--- src/rtl/acc_opr_pkg.sv ---
package acc_opr_pkg;

  localparam int WORD_W = 18;

  // execution phases, in their fixed order
  localparam int PH_LOAD  = 0;
  localparam int PH_LINK  = 1;
  localparam int PH_XOR   = 2;
  localparam int PH_CARRY = 3;
  localparam int PH_SHIFT = 4;
  localparam int NUM_PH   = 5;

  // MBR source field (word bits 16-17)
  typedef enum logic [1:0] {
    MSRC_KEEP = 2'b00,
    MSRC_AC   = 2'b01,
    MSRC_LR   = 2'b10,
    MSRC_TOG  = 2'b11
  } msrc_e;

  // link / shift field (word bits 9-10)
  typedef enum logic [1:0] {
    XF_NONE = 2'b00,
    XF_LINK = 2'b01,
    XF_SHR  = 2'b10,
    XF_ROR  = 2'b11
  } xfer_e;

  typedef struct packed {
    logic  clr_left;
    logic  clr_right;
    logic  pen_or;
    logic  tog_or;
    msrc_e msrc;
    xfer_e xfer;
    logic  cmpl;
    logic  xor_add;
    logic  carry;
  } uop_t;

endpackage

--- src/rtl/acc_opr_decode.sv ---
module acc_opr_decode
  import acc_opr_pkg::*;
(
  input  logic [15:0] word_lo,   // word bits 2..17, word bit k at index 17-k
  output uop_t        uop,
  output logic        io_req,
  output logic        halt_req,
  output logic [2:0]  io_op
);

  always_comb begin
    uop.clr_left  = word_lo[15];            // bit 2
    uop.clr_right = word_lo[14];            // bit 3
    uop.pen_or    = word_lo[6] & ~word_lo[2];  // bit 11 set, bit 15 clear
    uop.tog_or    = ~word_lo[6] & word_lo[2];  // bit 11 clear, bit 15 set
    uop.msrc      = msrc_e'(word_lo[1:0]);  // bits 16-17
    uop.xfer      = xfer_e'(word_lo[8:7]);  // bits 9-10
    uop.cmpl      = word_lo[5];             // bit 12
    uop.xor_add   = word_lo[4];             // bit 13
    uop.carry     = word_lo[3];             // bit 14
    io_req        = (word_lo[13:12] == 2'b10);  // bits 4-5
    halt_req      = (word_lo[13:12] == 2'b11);
    io_op         = word_lo[11:9];          // bits 6-8
  end

endmodule

--- src/rtl/acc_opr_seq.sv ---
module acc_opr_seq #(
  parameter int N_PH = 5
) (
  input  logic            clk,
  input  logic            rst_n,
  input  logic            go,
  output logic            busy,
  output logic            done,
  output logic [N_PH-1:0] ph
);

  localparam int CW = (N_PH > 1) ? $clog2(N_PH) : 1;
  localparam logic [CW-1:0] LAST = CW'(N_PH - 1);

  typedef enum logic [1:0] {S_IDLE, S_RUN, S_FIN} st_e;

  st_e           st_q, st_d;
  logic [CW-1:0] cnt_q, cnt_d;

  always_comb begin
    st_d  = st_q;
    cnt_d = cnt_q;
    case (st_q)
      S_IDLE: if (go) begin
        st_d  = S_RUN;
        cnt_d = '0;
      end
      S_RUN: begin
        if (cnt_q == LAST) st_d = S_FIN;
        else               cnt_d = cnt_q + CW'(1);
      end
      S_FIN:   st_d = S_IDLE;
      default: st_d = S_IDLE;
    endcase
  end

  always_ff @(posedge clk or negedge rst_n) begin
    if (!rst_n) begin
      st_q  <= S_IDLE;
      cnt_q <= '0;
    end else begin
      st_q  <= st_d;
      cnt_q <= cnt_d;
    end
  end

  for (genvar i = 0; i < N_PH; i++) begin : g_ph
    assign ph[i] = (st_q == S_RUN) && (cnt_q == CW'(i));
  end

  assign busy = (st_q != S_IDLE);
  assign done = (st_q == S_FIN);

endmodule

--- src/rtl/acc_opr_ocadd.sv ---
module acc_opr_ocadd #(
  parameter int W = 18
) (
  input  logic [W-1:0] a,
  input  logic [W-1:0] b,
  output logic [W-1:0] s
);

  logic [W:0] raw;

  always_comb begin
    raw = {1'b0, a} + {1'b0, b};
    // the carry out of the top wraps into the bottom; cannot overflow again
    s   = raw[W-1:0] + W'(raw[W]);
  end

endmodule

--- src/rtl/acc_opr_datapath.sv ---
module acc_opr_datapath
  import acc_opr_pkg::*;
#(
  parameter int W = WORD_W
) (
  input  logic          clk,
  input  logic          rst_n,
  input  logic [NUM_PH-1:0] ph,
  input  uop_t          uop,
  input  logic [W-1:0]  tog,
  input  logic          pen,
  output logic [W-1:0]  ac_q,
  output logic [W-1:0]  mbr_q,
  output logic [W-1:0]  lr_q
);

  localparam int HALF = W / 2;
  localparam logic [W-1:0] LEFT_MASK  = {{HALF{1'b1}}, {(W-HALF){1'b0}}};
  localparam logic [W-1:0] RIGHT_MASK = ~LEFT_MASK;

  logic [W-1:0] ac_d, mbr_d, lr_d, cy_q, cy_d;
  logic [W-1:0] add_a, add_b, add_s;
  logic         ld_en;

  // carry path: complemented (or not) AC plus carry word rotated toward bit 0
  assign add_a = uop.cmpl ? ~ac_q : ac_q;
  assign add_b = {cy_q[W-2:0], cy_q[W-1]};

  acc_opr_ocadd #(.W(W)) u_add (
    .a (add_a),
    .b (add_b),
    .s (add_s)
  );

  always_comb begin
    ac_d  = ac_q;
    mbr_d = mbr_q;
    lr_d  = lr_q;
    cy_d  = cy_q;

    if (ph[PH_LOAD]) begin
      ac_d = ac_q;
      if (uop.clr_left)  ac_d = ac_d & ~LEFT_MASK;
      if (uop.clr_right) ac_d = ac_d & ~RIGHT_MASK;
      if (uop.pen_or)    ac_d[W-1:W-2] = ac_d[W-1:W-2] | {2{pen}};
      if (uop.tog_or)    ac_d = ac_d | tog;
      case (uop.msrc)
        MSRC_AC:  mbr_d = ac_q;
        MSRC_LR:  mbr_d = lr_q;
        MSRC_TOG: mbr_d = mbr_q | tog;
        default:  mbr_d = mbr_q;
      endcase
    end

    if (ph[PH_LINK] && (uop.xfer == XF_LINK)) lr_d = mbr_q;

    if (ph[PH_XOR]) begin
      cy_d = ac_q & mbr_q;
      if (uop.xor_add) ac_d = ac_q ^ mbr_q;
    end

    if (ph[PH_CARRY]) begin
      if (uop.carry)     ac_d = add_s;
      else if (uop.cmpl) ac_d = ~ac_q;
    end

    if (ph[PH_SHIFT]) begin
      case (uop.xfer)
        XF_SHR:  ac_d = {ac_q[W-1], ac_q[W-1:1]};
        XF_ROR:  ac_d = {ac_q[0], ac_q[W-1:1]};
        default: ac_d = ac_q;
      endcase
    end
  end

  assign ld_en = |ph;

  always_ff @(posedge clk or negedge rst_n) begin
    if (!rst_n) begin
      ac_q  <= '0;
      mbr_q <= '0;
      lr_q  <= '0;
      cy_q  <= '0;
    end else if (ld_en) begin
      ac_q  <= ac_d;
      mbr_q <= mbr_d;
      lr_q  <= lr_d;
      cy_q  <= cy_d;
    end
  end

endmodule

--- src/rtl/acc_opr_unit.sv ---
module acc_opr_unit
  import acc_opr_pkg::*;
(
  input  logic        clk,
  input  logic        rst_n,
  input  logic        start,
  input  logic [17:0] instr,
  input  logic [17:0] toggle_sw,
  input  logic        pen_hit,
  output logic        done,
  output logic        halt,
  output logic        io_stop,
  output logic [2:0]  io_code,
  output logic [17:0] ac,
  output logic [17:0] mbr,
  output logic [17:0] lr
);

  logic              rst_meta, rst_i;
  logic              busy, go, halt_q, halt_d, ir_en;
  logic [15:0]       ir_q, ir_d;
  logic [NUM_PH-1:0] ph;
  uop_t              uop;
  logic              io_req, halt_req;
  logic [2:0]        io_op;

  // reset: asserted at once, released through two flops
  always_ff @(posedge clk or negedge rst_n) begin
    if (!rst_n) begin
      rst_meta <= 1'b0;
      rst_i    <= 1'b0;
    end else begin
      rst_meta <= 1'b1;
      rst_i    <= rst_meta;
    end
  end

  assign go    = start && !busy && !halt_q && (instr[17:16] == 2'b11);
  assign ir_en = go;
  assign ir_d  = instr[15:0];

  always_comb begin
    halt_d = halt_q;
    if (ph[PH_SHIFT] && halt_req) halt_d = 1'b1;
  end

  always_ff @(posedge clk or negedge rst_i) begin
    if (!rst_i) begin
      ir_q   <= '0;
      halt_q <= 1'b0;
    end else begin
      if (ir_en) ir_q <= ir_d;
      halt_q <= halt_d;
    end
  end

  acc_opr_decode u_dec (
    .word_lo  (ir_q),
    .uop      (uop),
    .io_req   (io_req),
    .halt_req (halt_req),
    .io_op    (io_op)
  );

  acc_opr_seq #(.N_PH(NUM_PH)) u_seq (
    .clk   (clk),
    .rst_n (rst_i),
    .go    (go),
    .busy  (busy),
    .done  (done),
    .ph    (ph)
  );

  acc_opr_datapath #(.W(WORD_W)) u_dp (
    .clk   (clk),
    .rst_n (rst_i),
    .ph    (ph),
    .uop   (uop),
    .tog   (toggle_sw),
    .pen   (pen_hit),
    .ac_q  (ac),
    .mbr_q (mbr),
    .lr_q  (lr)
  );

  assign halt    = halt_q;
  assign io_stop = done && io_req;
  assign io_code = io_stop ? io_op : 3'b000;

endmodule

--- config.mk ---
export PLATFORM = sky130hd
export DESIGN_NAME = acc_opr_unit
export DESIGN_NICKNAME = d
export VERILOG_FILES = /design/src/rtl/acc_opr_pkg.sv /design/src/rtl/acc_opr_decode.sv /design/src/rtl/acc_opr_seq.sv /design/src/rtl/acc_opr_ocadd.sv /design/src/rtl/acc_opr_datapath.sv /design/src/rtl/acc_opr_unit.sv
export SDC_FILE = /design/constraint.sdc
export NUM_CORES = 1
export LEC_CHECK = 0
export ABC_CLOCK_PERIOD_IN_PS = 4010
export BUFFER_PORTS_ARGS = -buffer_cell sky130_fd_sc_hd__buf_2
export CORE_MARGIN = 2
export CORE_UTILIZATION = 57
export DETAILED_ROUTE_END_ITERATION = 6
export GPL_TIMING_DRIVEN = 0
export PLACE_DENSITY = 0.8
export SYNTH_ARGS = -nofsm -noshare
export SYNTH_HDL_FRONTEND = slang
export SYNTH_SLANG_ARGS = --single-unit
export TNS_END_PERCENT = 30
--- constraint.sdc ---
create_clock -name clk -period 4.01 [get_ports clk]
set_input_delay 0.6015 -clock clk [delete_from_list [all_inputs] [get_ports clk]]
set_output_delay 0.6015 -clock clk [all_outputs]
set_load 0.03 [all_outputs]
==> impl_table.tex <==
\begin{tabular}{lr}
\hline
Metric & Value \\
\hline
\multicolumn{2}{l}{\textbf{Outcome}} \\
\quad Status & completed \\
\multicolumn{2}{l}{\textbf{Clocking}} \\
\quad TritonCTS clock tree & done \\
\quad Maximum buffer depth of the clock tree & 2 \\
\quad Total of hold buffers inserted after clock tree synthesis & 0 \\
\quad Clock sinks & 96 \\
\quad Clock insertion delay at the later pin of the skew report & 0.35 ns \\
\quad Clock buffers created by TritonCTS & 9 \\
\quad Clk Tree Root Cell & sky130\_fd\_sc\_hd\_\_clkbuf\_16 \\
\quad Clock transition at path regs & 0.07 ns \\
\quad H-tree depth reported by CTS & 3 \\
\multicolumn{2}{l}{\textbf{Power}} \\
\quad Peak VDD IR & 0.507 mV \\
\quad Leak pwr & 3.89 nW \\
\quad Power density over the cells & 989 mW/mm2 \\
\multicolumn{2}{l}{\textbf{Job}} \\
\quad Max cap viols & 0 \\
\multicolumn{2}{l}{\textbf{Global route}} \\
\quad Antenna violations before repair & 0 \\
\quad Largest net degree at the start of global routing & 51 \\
\quad Global route total overflow & 0 \\
\quad Global-route total usage across every layer & 0.338 \\
\quad Number of global-route vias before repair & 6486 \\
\quad Wire length of the first global-routing pass & 34300 um \\
\multicolumn{2}{l}{\textbf{STA}} \\
\quad Setup clock skew after layout & 0.00927 ns \\
\quad Fin. max-slew vios & 0 \\
\quad Tcrit/Tclk final & 0.971 \\
\quad Time the worst path needs with I/O delays and setup & 3.89 ns \\
\quad Count of final setup violators & 0 \\
\quad Top achievable clock speed & 257 MHz \\
\quad Number of hold violations in the final report & 0 \\
\quad Slew Limit Headroom & 0.116 \\
\quad Setup repair after global routing missed its margin & true \\
\quad Worst Tran Pin Value & 1.32 ns \\
\quad Setup Total Neg Slack & 0 ns \\
\multicolumn{2}{l}{\textbf{Drt}} \\
\quad Total wirelength of the detailed-routed design & 21300 um \\
\quad Via density per instance & 6.40 \\
\quad DRC violations left & 0 \\
\quad Post-DR wirelength/cell & 20.5 um \\
\quad Iteration-0 DRC Markers & 801 \\
\quad Number of search-and-repair iterations in the first detailed-routing pass & 5 \\
\quad Via count & 6632 \\
\quad Number of routed nets with antenna violations & 0 \\
\multicolumn{2}{l}{\textbf{Worst setup path}} \\
\quad Cell with the largest stage delay on the worst path & sky130\_fd\_sc\_hd\_\_dfrtp\_2 \\
\quad Crit path capture type & flip-flop \\
\quad Crit-path max cell delay & 0.43 ns \\
\quad Endpoint required time on the critical path & 4.25 ns \\
\quad Setup CP Type & reg -> reg \\
\quad Worst path cell trace & clkbuf\_16 -> xor2\_1 -> ha\_2 -> fa\_2 -> a21o\_1 -> a221o\_2 -> buf\_4 -> a211oi\_4 -> o21ai\_2 -> a2111oi\_4 -> nand3b\_1 -> nor3\_2 -> xor2\_1 -> o41ai\_2 \\
\quad Data arrival time of the worst path & 4.13 ns \\
\quad CP max FO & 11 \\
\quad CP most frequent cell & sky130\_fd\_sc\_hd\_\_xor2\_1 \\
\quad Crit path launch type & flip-flop \\
\multicolumn{2}{l}{\textbf{Layout}} \\
\quad Area growth from synthesis to layout & 19.5\% \\
\quad Fraction of layout instances using a drive strength above 1 & 0.255 \\
\quad Post-route cell area & 0.00812 mm2 \\
\quad Layout Cells excl Fill & 1036 \\
\quad Finished Core Util & 0.705 \\
\quad Antenna cells & 0 \\
\quad Nets@finish & 972 \\
\multicolumn{2}{l}{\textbf{Logic synthesis}} \\
\quad Post-synthesis sequential element count & 96 \\
\quad Cells after synthesis & 766 \\
\quad Most area-hungry cell type in the Yosys netlist & sky130\_fd\_sc\_hd\_\_dfrtp\_1 \\
\quad Async set-reset flop share out of synthesis & 1.00 \\
\quad Syn\_nets & 850 \\
\quad Most common flop cell mapped by yosys & sky130\_fd\_sc\_hd\_\_dfrtp\_1 \\
\quad Per-instance average area after synthesis & 8.87 um2 \\
\quad Portion of synthesized cell area occupied by the leading cell type & 0.354 \\
\quad Sequential share of the synthesized area & 0.354 \\
\quad Number of distinct library cell variants in the gate-level netlist after synthesis & 70 \\
\quad Number of flops mapped to enable cells by yosys & 0 \\
\quad Leading post-synthesis cells by cell area & sky130\_fd\_sc\_hd\_\_dfrtp\_1 35\%, sky130\_fd\_sc\_hd\_\_mux2\_2 8.5\%, sky130\_fd\_sc\_hd\_\_ha\_1 7.9\% \\
\quad Post-synthesis cell area & 0.00679 mm2 \\
\quad Warnings, synthesis & 0 \\
\multicolumn{2}{l}{\textbf{Die}} \\
\quad Die Ht & 113 um \\
\quad Initial standard-cell utilization of the core & 0.590 \\
\quad Die Outline Area & 0.0128 mm2 \\
\quad Placeable Area & 0.0115 mm2 \\
\quad Ports placed on the boundary & 100 \\
\quad Floorplan row count & 39 \\
\quad Die boundary width & 113 um \\
\multicolumn{2}{l}{\textbf{Placement}} \\
\quad Detailed Place HPWL & 16300 um \\
\quad Number of buffers inserted by port buffering & 99 \\
\quad Number of placed cells counting well taps & 1009 \\
\quad Post-DP Area & 0.00754 mm2 \\
\quad Placer Congestion & 0.959 \\
\multicolumn{2}{l}{\textbf{Min path}} \\
\quad Kind of path behind the tightest hold check & in -> async \\
\hline
\end{tabular}
## cell families (layout without fill, tap and decap cells)
kind of cell    after synthesis  after routing  synth area share
other cells                   1              1          0.000552
mux                          54             54            0.0892
fa+ha+maj                    44             44            0.0822
compound gates              239            239             0.227
xor+xnor                     45             45            0.0580
flops                        96             96             0.354
simple gates                221            221             0.152
buf+inv                      66            193            0.0376
## metal layers
| layer | share of wire | GRT usage |
|---|---|---|
| met5 | 0 | 0 |
| met4 | 0.028 | 0.111 |
| met3 | 0.075 | 0.0450 |
| met2 | 0.48 | 0.559 |
| met1 | 0.42 | 0.463 |
## Yosys cell counts, types with 3 or more instances
library cell / instances
sky130_fd_sc_hd__a211oi_1: 9
sky130_fd_sc_hd__a21o_1: 7
sky130_fd_sc_hd__a21oi_1: 67
sky130_fd_sc_hd__a22oi_1: 16
sky130_fd_sc_hd__a31oi_1: 9
sky130_fd_sc_hd__and2_1: 7
sky130_fd_sc_hd__and3_1: 12
sky130_fd_sc_hd__buf_1: 5
sky130_fd_sc_hd__buf_2: 6
sky130_fd_sc_hd__clkbuf_1: 34
sky130_fd_sc_hd__dfrtp_1: 96
sky130_fd_sc_hd__ha_1: 43
sky130_fd_sc_hd__inv_1: 20
sky130_fd_sc_hd__mux2_2: 51
sky130_fd_sc_hd__nand2_1: 72
sky130_fd_sc_hd__nand2b_1: 5
sky130_fd_sc_hd__nand3_1: 14
sky130_fd_sc_hd__nor2_1: 71
sky130_fd_sc_hd__nor2b_1: 6
sky130_fd_sc_hd__nor3_1: 13
sky130_fd_sc_hd__nor3b_1: 4
sky130_fd_sc_hd__o211ai_1: 7
sky130_fd_sc_hd__o21a_1: 7
sky130_fd_sc_hd__o21ai_0: 49
sky130_fd_sc_hd__o21ai_1: 3
sky130_fd_sc_hd__o221ai_1: 8
sky130_fd_sc_hd__o22a_1: 6
sky130_fd_sc_hd__o22ai_1: 24
sky130_fd_sc_hd__o31ai_1: 4
sky130_fd_sc_hd__xnor2_1: 18
sky130_fd_sc_hd__xor2_1: 27
## placed cells by master (no fill, tap or decap), drive strengths merged, types with 3 or more instances in the layout
cell / count
buf: 126
dfrtp: 96
nand2: 72
nor2: 71
a21oi: 67
o21ai: 53
mux2: 52
ha: 43
clkbuf: 40
xor2: 27
o22ai: 24
inv: 21
xnor2: 18
a22oi: 16
nand3: 15
nor3: 13
and3: 12
a211oi: 10
a31oi: 9
and2: 9
o221ai: 8
a21o: 8
o211ai: 7
o21a: 7
nor2b: 6
o22a: 6
nand2b: 5
o31ai: 4
nor3b: 4
a221o: 3
nor4: 3
clkinv: 3
## power breakdown
part	total (mW)	internal, mW	switching [mW]
Clock	0.953	0.566	0.387
Sequential	1.83	1.31	0.517
Combinational	5.25	2.03	3.22
## worst max-delay path: cells and delay by family (launching register included)
family,cells,cell delay [ns]
DFF,1,0.43
adders and majority gates,2,0.57
xor gates and xnor gates,2,0.27
and+or+nand+nor,2,0.48
buffers and inverters,2,0.36
AOI/OAI and AO/OA,6,1.67
## stage by stage
| step | setup slack, ns | hold WS [ns] | power, mW |
|---|---|---|---|
| detailed placement | -0.648 | 0.354 | 6.53 |
| floorplan | 0.00983 | 0.306 | 5.23 |
| finish | 0.118 | 0.0177 | 8.03 |
| CTS | 0.00905 | 0.0201 | 7.80 |
| global placement | -0.532 | 0.343 | 6.34 |
| global route | -0.0104 | 0.0202 | 8.55 |
## final timing paths
path,from,endpoint,slack (ns),cells after the start
min in group clk,rst_meta,rst_i,0.37,0
min,rst_n,rst_i,0.02,1
max reg2reg,ir_q[5],u_dp.ac_q[16],0.12,14
max in group asynchronous,rst_i,u_dp.cy_q[14],2.99,1
min reg2reg,rst_i,u_dp.mbr_q[13],0.35,0
max,ir_q[5],u_dp.ac_q[16],0.12,14
## registers in the layout, summed over array words and instances, names as in the netlist, 2 cells and up
name,flops
u_dp.ac_q,18
u_dp.cy_q,18
u_dp.lr_q,18
u_dp.mbr_q,18
ir_q,16
u_seq.cnt_q,3
u_seq.st_q,2
## repair_timing
action	in CTS	in global routing
pin swaps	13	6
setup endpoints to repair	17	9
buffers inserted	16	0
resized for setup	18	13
## final cells by class
class                   count  area [um2]
plain buffers              40         190
clock buffers              10         239
clock inverters             6        90.1
fillers                   868        3400
inverters                  21        78.8
multi-input cells         604        4290
flip-flops and latches     96        2410
well taps                 143         179
repair buffers            116         643
(Power assumes the default switching activity.)
